===== config.mk =====
export PLATFORM = sky130hd
export DESIGN_NAME = regbank_sct
export DESIGN_NICKNAME = d
export VERILOG_FILES = /design/src/rtl/regbank_pkg.sv /design/src/rtl/regbank_decode.sv /design/src/rtl/regbank_srst.sv /design/src/rtl/regbank_cell.sv /design/src/rtl/regbank_sct.sv
export SDC_FILE = /design/constraint.sdc
export NUM_CORES = 1
export LEC_CHECK = 0
export ABC_AREA = 1
export BUFFER_PORTS_ARGS = -buffer_cell sky130_fd_sc_hd__buf_2
export CORE_ASPECT_RATIO = 0.9
export CORE_MARGIN = 2
export CORE_UTILIZATION = 40
export CTS_CLUSTER_SIZE = 12
export DETAILED_ROUTE_END_ITERATION = 7
export GPL_TIMING_DRIVEN = 0
export PLACE_DENSITY = 0.54
export REMOVE_ABC_BUFFERS = 1
export SYNTH_ARGS = -nofsm -noshare
export SYNTH_HDL_FRONTEND = slang
export SYNTH_SLANG_ARGS = --single-unit

===== constraint.sdc =====
create_clock -name clk -period 1.5 [get_ports clk]
set_input_delay 0.15 -clock clk [delete_from_list [all_inputs] [get_ports clk]]
set_output_delay 0.15 -clock clk [all_outputs]
set_load 0.1 [all_outputs]

===== src/rtl/regbank_pkg.sv =====
package regbank_pkg;

   localparam int NSLOT    = 9;
   localparam int CTL_SLOT = 3;

   typedef enum logic [1:0] {
      OP_BASE = 2'd0,
      OP_SET  = 2'd1,
      OP_CLR  = 2'd2,
      OP_TOG  = 2'd3
   } alias_op_e;

   function automatic logic [31:0] slot_rst(input int s);
      case (s)
         0:       return 32'h001E_1C00;
         1:       return 32'h1006_0607;
         3:       return 32'hC020_0000;
         5:       return 32'h7F18_0000;
         7:       return 32'h0000_1000;
         8:       return 32'h0402_0000;
         default: return 32'h0000_0000;
      endcase
   endfunction

   function automatic bit slot_writable(input int s);
      return (s != 6) && (s != 8);
   endfunction

   function automatic bit slot_aliased(input int s);
      return slot_writable(s) && (s != 4);
   endfunction

   function automatic bit slot_soft(input int s);
      return s <= CTL_SLOT;
   endfunction

endpackage


===== src/rtl/regbank_decode.sv =====
module regbank_decode
   import regbank_pkg::*;
#(
   parameter int ADDR_W = 12
) (
   input  logic [ADDR_W-1:0] addr,
   output logic [NSLOT-1:0]  hit,
   output alias_op_e         op
);
   localparam int SLOT_W = ADDR_W - 4;

   logic [SLOT_W-1:0] slot;
   logic [1:0]        unused_lsb;

   assign slot       = addr[ADDR_W-1:4];
   assign op         = alias_op_e'(addr[3:2]);
   assign unused_lsb = addr[1:0];

   for (genvar s = 0; s < NSLOT; s++) begin : g_hit
      if (slot_aliased(s)) begin : g_al
         assign hit[s] = (slot == SLOT_W'(s));
      end else begin : g_plain
         assign hit[s] = (slot == SLOT_W'(s)) && (op == OP_BASE);
      end
   end
endmodule


===== src/rtl/regbank_srst.sv =====
module regbank_srst
   import regbank_pkg::*;
(
   input  logic      we_ctl,
   input  alias_op_e op,
   input  logic      wr_bit,
   input  logic      cur_bit,
   output logic      srst
);
   always_comb begin
      srst = 1'b0;
      if (we_ctl) begin
         case (op)
            OP_BASE, OP_SET: srst = wr_bit;
            OP_TOG:          srst = wr_bit & ~cur_bit;
            default:         srst = 1'b0;
         endcase
      end
   end
endmodule


===== src/rtl/regbank_cell.sv =====
module regbank_cell
   import regbank_pkg::*;
#(
   parameter int           W    = 32,
   parameter logic [W-1:0] RST  = '0,
   parameter bit           SOFT = 1'b0
) (
   input  logic         clk,
   input  logic         rst_n,
   input  logic         we,
   input  alias_op_e    op,
   input  logic [W-1:0] wdata,
   input  logic         srst,
   output logic [W-1:0] q
);
   logic [W-1:0] nxt;
   logic         soft_hit;

   always_comb begin
      case (op)
         OP_SET:  nxt = q | wdata;
         OP_CLR:  nxt = q & ~wdata;
         OP_TOG:  nxt = q ^ wdata;
         default: nxt = wdata;
      endcase
   end

   if (SOFT) begin : g_soft
      assign soft_hit = srst;
   end else begin : g_hard
      logic unused_srst;
      assign unused_srst = srst;
      assign soft_hit    = 1'b0;
   end

   always_ff @(posedge clk or negedge rst_n) begin
      if (!rst_n)        q <= RST;
      else if (soft_hit) q <= RST;
      else if (we)       q <= nxt;
   end
endmodule


===== src/rtl/regbank_sct.sv =====
module regbank_sct
   import regbank_pkg::*;
#(
   parameter int DATA_W   = 32,
   parameter int ADDR_W   = 12,
   parameter int SRST_BIT = 31
) (
   input  logic              clk,
   input  logic              rst_n,
   input  logic              wr_en,
   input  logic              rd_en,
   input  logic [ADDR_W-1:0] addr,
   input  logic [DATA_W-1:0] wdata,
   output logic [DATA_W-1:0] rdata
);
   if (DATA_W != 32) begin : g_bad_w
      $error("regbank_sct: DATA_W must be 32");
   end
   if (ADDR_W < 8) begin : g_bad_a
      $error("regbank_sct: ADDR_W too small for the register map");
   end
   if (SRST_BIT >= DATA_W) begin : g_bad_b
      $error("regbank_sct: SRST_BIT outside the data word");
   end

   logic [NSLOT-1:0]  hit;
   alias_op_e         op;
   logic              srst;
   logic [DATA_W-1:0] regs_q [NSLOT];
   logic [DATA_W-1:0] rd_mux;

   regbank_decode #(.ADDR_W(ADDR_W)) u_dec (
      .addr (addr),
      .hit  (hit),
      .op   (op)
   );

   regbank_srst u_srst (
      .we_ctl  (wr_en && hit[CTL_SLOT]),
      .op      (op),
      .wr_bit  (wdata[SRST_BIT]),
      .cur_bit (regs_q[CTL_SLOT][SRST_BIT]),
      .srst    (srst)
   );

   for (genvar s = 0; s < NSLOT; s++) begin : g_reg
      if (slot_writable(s)) begin : g_rw
         regbank_cell #(
            .W    (DATA_W),
            .RST  (DATA_W'(slot_rst(s))),
            .SOFT (slot_soft(s))
         ) u_cell (
            .clk   (clk),
            .rst_n (rst_n),
            .we    (wr_en && hit[s]),
            .op    (op),
            .wdata (wdata),
            .srst  (srst),
            .q     (regs_q[s])
         );
      end else begin : g_ro
         assign regs_q[s] = DATA_W'(slot_rst(s));
      end
   end

   always_comb begin
      rd_mux = '0;
      for (int s = 0; s < NSLOT; s++) begin
         if (hit[s]) rd_mux = rd_mux | regs_q[s];
      end
   end

   always_ff @(posedge clk or negedge rst_n) begin
      if (!rst_n)     rdata <= '0;
      else if (rd_en) rdata <= rd_mux;
   end
endmodule


==> summary.md <==
| Metric | Value |
|---|---|
| Final setup vio count | `roughly 130` |
| CTS max path bufs | `3` |
| Worst Path Arrival | `2.22 ns` |
| Fin area | `25000 um^2` |
| Top-count cell post-synth | `nand2_1` |
| WL final | `82200 um` |
| Num CTS Buffers | `34` |
| Yosys top cell by area | `dfrtp_1` |
| Top post-synthesis cells by count | `nand2_1, ha_1, o21ai_0` |
| Die width | `approximately 240 um` |
| Post-route setup slack | `-0.263 ns` |
| Xor/xnor share of the synthesized area | `0%` |
| Synth top area share | `27.7%` |
| Worst IR Drop VDD | `0.738 mV` |
| Crit-path max FO | `8` |
| Crit path cell chain | `inv_2, ha_4, inv_2, o22ai_4, nor2_4, buf_12, clkinvlp_4, buf_12, nor2_4, a21oi_2` |
| Total global routing overflow | `0` |
| # Max-Cap Violations | `0` |
| CP max stage delay | `0.54 ns` |
| 1st-iter DRT viols | `1780` |
| DIE AREA | `53400 um^2` |
| Synthesis-to-layout area growth | `21.0%` |
| Synth cell types | `33` |
| HPWL Detailed | `between 30000 and 40000 um` |
| Async SR Flop Fraction | `100%` |
| Placed cells | `3302` |
| RSZ-0062 raised after global routing | `true` |
| Hold Slack | `-0.395 ns` |
| Tmin final | `1.76 ns` |
| Syn_area_per_cell | `7.74 um^2` |
| CTS Sinks | `~260` |
| Largest family of logic cells by synthesized area | `adder cells` |
| Period utilisation layout | `118%` |
| YS warnings | `0` |
| Placed Area | `~22000 um^2` |
| Number of antenna violations at the first check in global routing | `1` |
| Post-Layout Cell Count | `3455` |
| FMAX | `about 0.57 GHz` |
| Initial core utilization | `40.7%` |
| Syn Std Cell Area | `20600 um^2` |
| Clk_skew | `0.0151 ns` |
| Tot Pwr | `20.5 mW` |
| Port Buffers | `77` |
| Worst Path Class, Setup | `reg2reg` |
| Final antenna-violating net count | `0` |
| Main synth FF type | `dfrtp_1` |
| Post-synth EDFFs | `0` |
| Slew @ Worst Pin | `1.04 ns` |
| # H-tree levels | `2` |
| Vias in the first global route | `between 15000 and 20000` |
| Clock transition at path regs | `0.06 ns` |
| Leakage | `between 10 and 15 nW` |
| Sequential share of the synthesized area | `31.2%` |
| Routed wire per std cell | `between 20 and 25 um` |
| First-pass DRT Iterations | `6` |
| Final Hold Viols | `76` |
| Power per Cell Area | `between 800 and 900 nW/um^2` |
| Core ar. | `50700 um^2` |
| Slew HR | `30.9%` |
| Placer congestion estimate | `0.755` |
| Synth top area cells | `dfrtp_1, ha_1, nand2_1` |
| Synth Area in Compound Gates | `17.3%` |
| Status | `complete, but fails checks` |
| GRT Resource Usage Total | `29.9%` |
| Vias/cell | `5.82` |
| Worst Setup Start Kind | `flop` |
| CTS root buffer | `clkbuf_16` |
| Latest clock arrival within the worst-skew pair | `0.55 ns` |
| CTS tree | `done` |
| Slowest cell on crit path | `dfstp_2` |
| Yosys reg bits | `256` |
| NumNets Final | `3181` |
| Failing checks | `negative hold slack, negative setup slack` |
| Largest net degree at the start of global routing | `98` |
| Residual DRC | `0` |
| Die height | `219 um` |
| CP endpoint kind | `flop` |
| Placement Rows | `78` |
| Via Count | `about 20000` |
| Mux cell area share after synthesis | `0%` |
| Post-synthesis adder-cell area fraction | `23.4%` |
| Wire length of the first global-routing pass | `122000 um` |
| Syn Inst Count | `2665` |
| Hold crit path type | `in2async` |
| Fraction of layout instances using a drive strength above 1 | `between 10% and 20%` |
| Worst EP required | `just under 2 ns` |
| Simple-Gate Fraction of Synth Area | `between 10% and 20%` |
| Max Slew Vio Count | `0` |
| I/O Pins | `80` |
[final cells by class]
type | count | area (um^2)
fill | 4736 | 25700
multi-input combinational | 1962 | 13400
sequential | 256 | 6440
timing repair buffer | 165 | 1810
inverter | 322 | 1310
clock buffer | 57 | 1080
tap | 680 | 851
timing repair inverter | 7 | 78.8
clock inverter | 5 | 25.0
antenna | 1 | 2.50
[state kept, by name, indices dropped and copies added, names as in the netlist]
register and cells:
rdata 32, g.g_rw.u_cell.q 224
[report_power, final]
group          internal (mW)  leakage [nW]  switching (mW)  total (mW)
logic                   1.40          8.82            2.83        4.24
clock network           4.91         0.547            3.47        8.38
registers               7.47          2.66           0.411        7.89
total                   13.8          12.0            6.72        20.5
[layout by cell type (no fill, tap or decap), drive strengths merged, types with 47 or more instances in the layout]
| master | instances |
|---|---|
| a211oi | 47 |
| a21oi | 47 |
| buf | 154 |
| clkbuf | 67 |
| dfrtp | 228 |
| ha | 385 |
| inv | 323 |
| nand2 | 523 |
| nand3 | 192 |
| nor2 | 219 |
| o211ai | 133 |
| o21ai | 363 |
[per-stage QoR]
stage	setup slack [ns]	TNS, ns	util [%]	hold WS (ns)
finish	-0.263	-18.10	49.3	-0.395
global route	-0.309	-25.38	49.3	-0.324
CTS	-0.211	-13.35	48.1	-0.341
detailed placement	-3.52	-513.01	43.1	0.230
global placement	-8.41	-2743.77	41.9	0.496
floorplan	-3.08	-535.21	-	-0.146
[critical path, delay by kind of cell (launching register included)]
family,cells,cell delay (ns)
flops,1,0.54
simple gates,2,0.27
fa+ha+maj,1,0.15
compound gates,2,0.16
buf+inv,5,0.55
[per-layer routing]
layer,wire length [um],GRT usage [%],up-vias
met5,13,0,-
met4,3980,15.2,2
met3,6660,4.78,232
met2,37200,49.0,893
met1,34400,38.1,9910
li1,-,-,9070
[timing repair]
action                                  4_1_cts  5_1_grt
buffers inserted                             46       11
endpoints found under the hold margin        76       76
cloned                                       25        8
endpoints found under the setup margin      248      210
pin swaps                                    34        3
gates resized for setup                     184       95
[cell families after synthesis]
kind of cell,Yosys count
buffers and inverters,467
AND/OR/NAND/NOR,943
adder cells (fa/ha/maj),385
AO/OA/AOI/OAI,614
flip-flops,256
[worst paths after layout]
check,start,to,slack (ns),cells past startpoint
max,g_reg[3].g_rw.u_cell.q[31],g_reg[3].g_rw.u_cell.q[31],-0.26,10
min,rst_n,g_reg[7].g_rw.u_cell.q[25],-0.39,1
max reg2reg,g_reg[3].g_rw.u_cell.q[31],g_reg[3].g_rw.u_cell.q[31],-0.26,10
min reg2reg,g_reg[1].g_rw.u_cell.q[18],g_reg[1].g_rw.u_cell.q[18],0.51,2
max in group asynchronous,rst_n,g_reg[1].g_rw.u_cell.q[10],0.45,3
min in group clk,wdata[28],g_reg[4].g_rw.u_cell.q[28],0.12,5
Note: power is estimated with default switching activity, not from simulation.
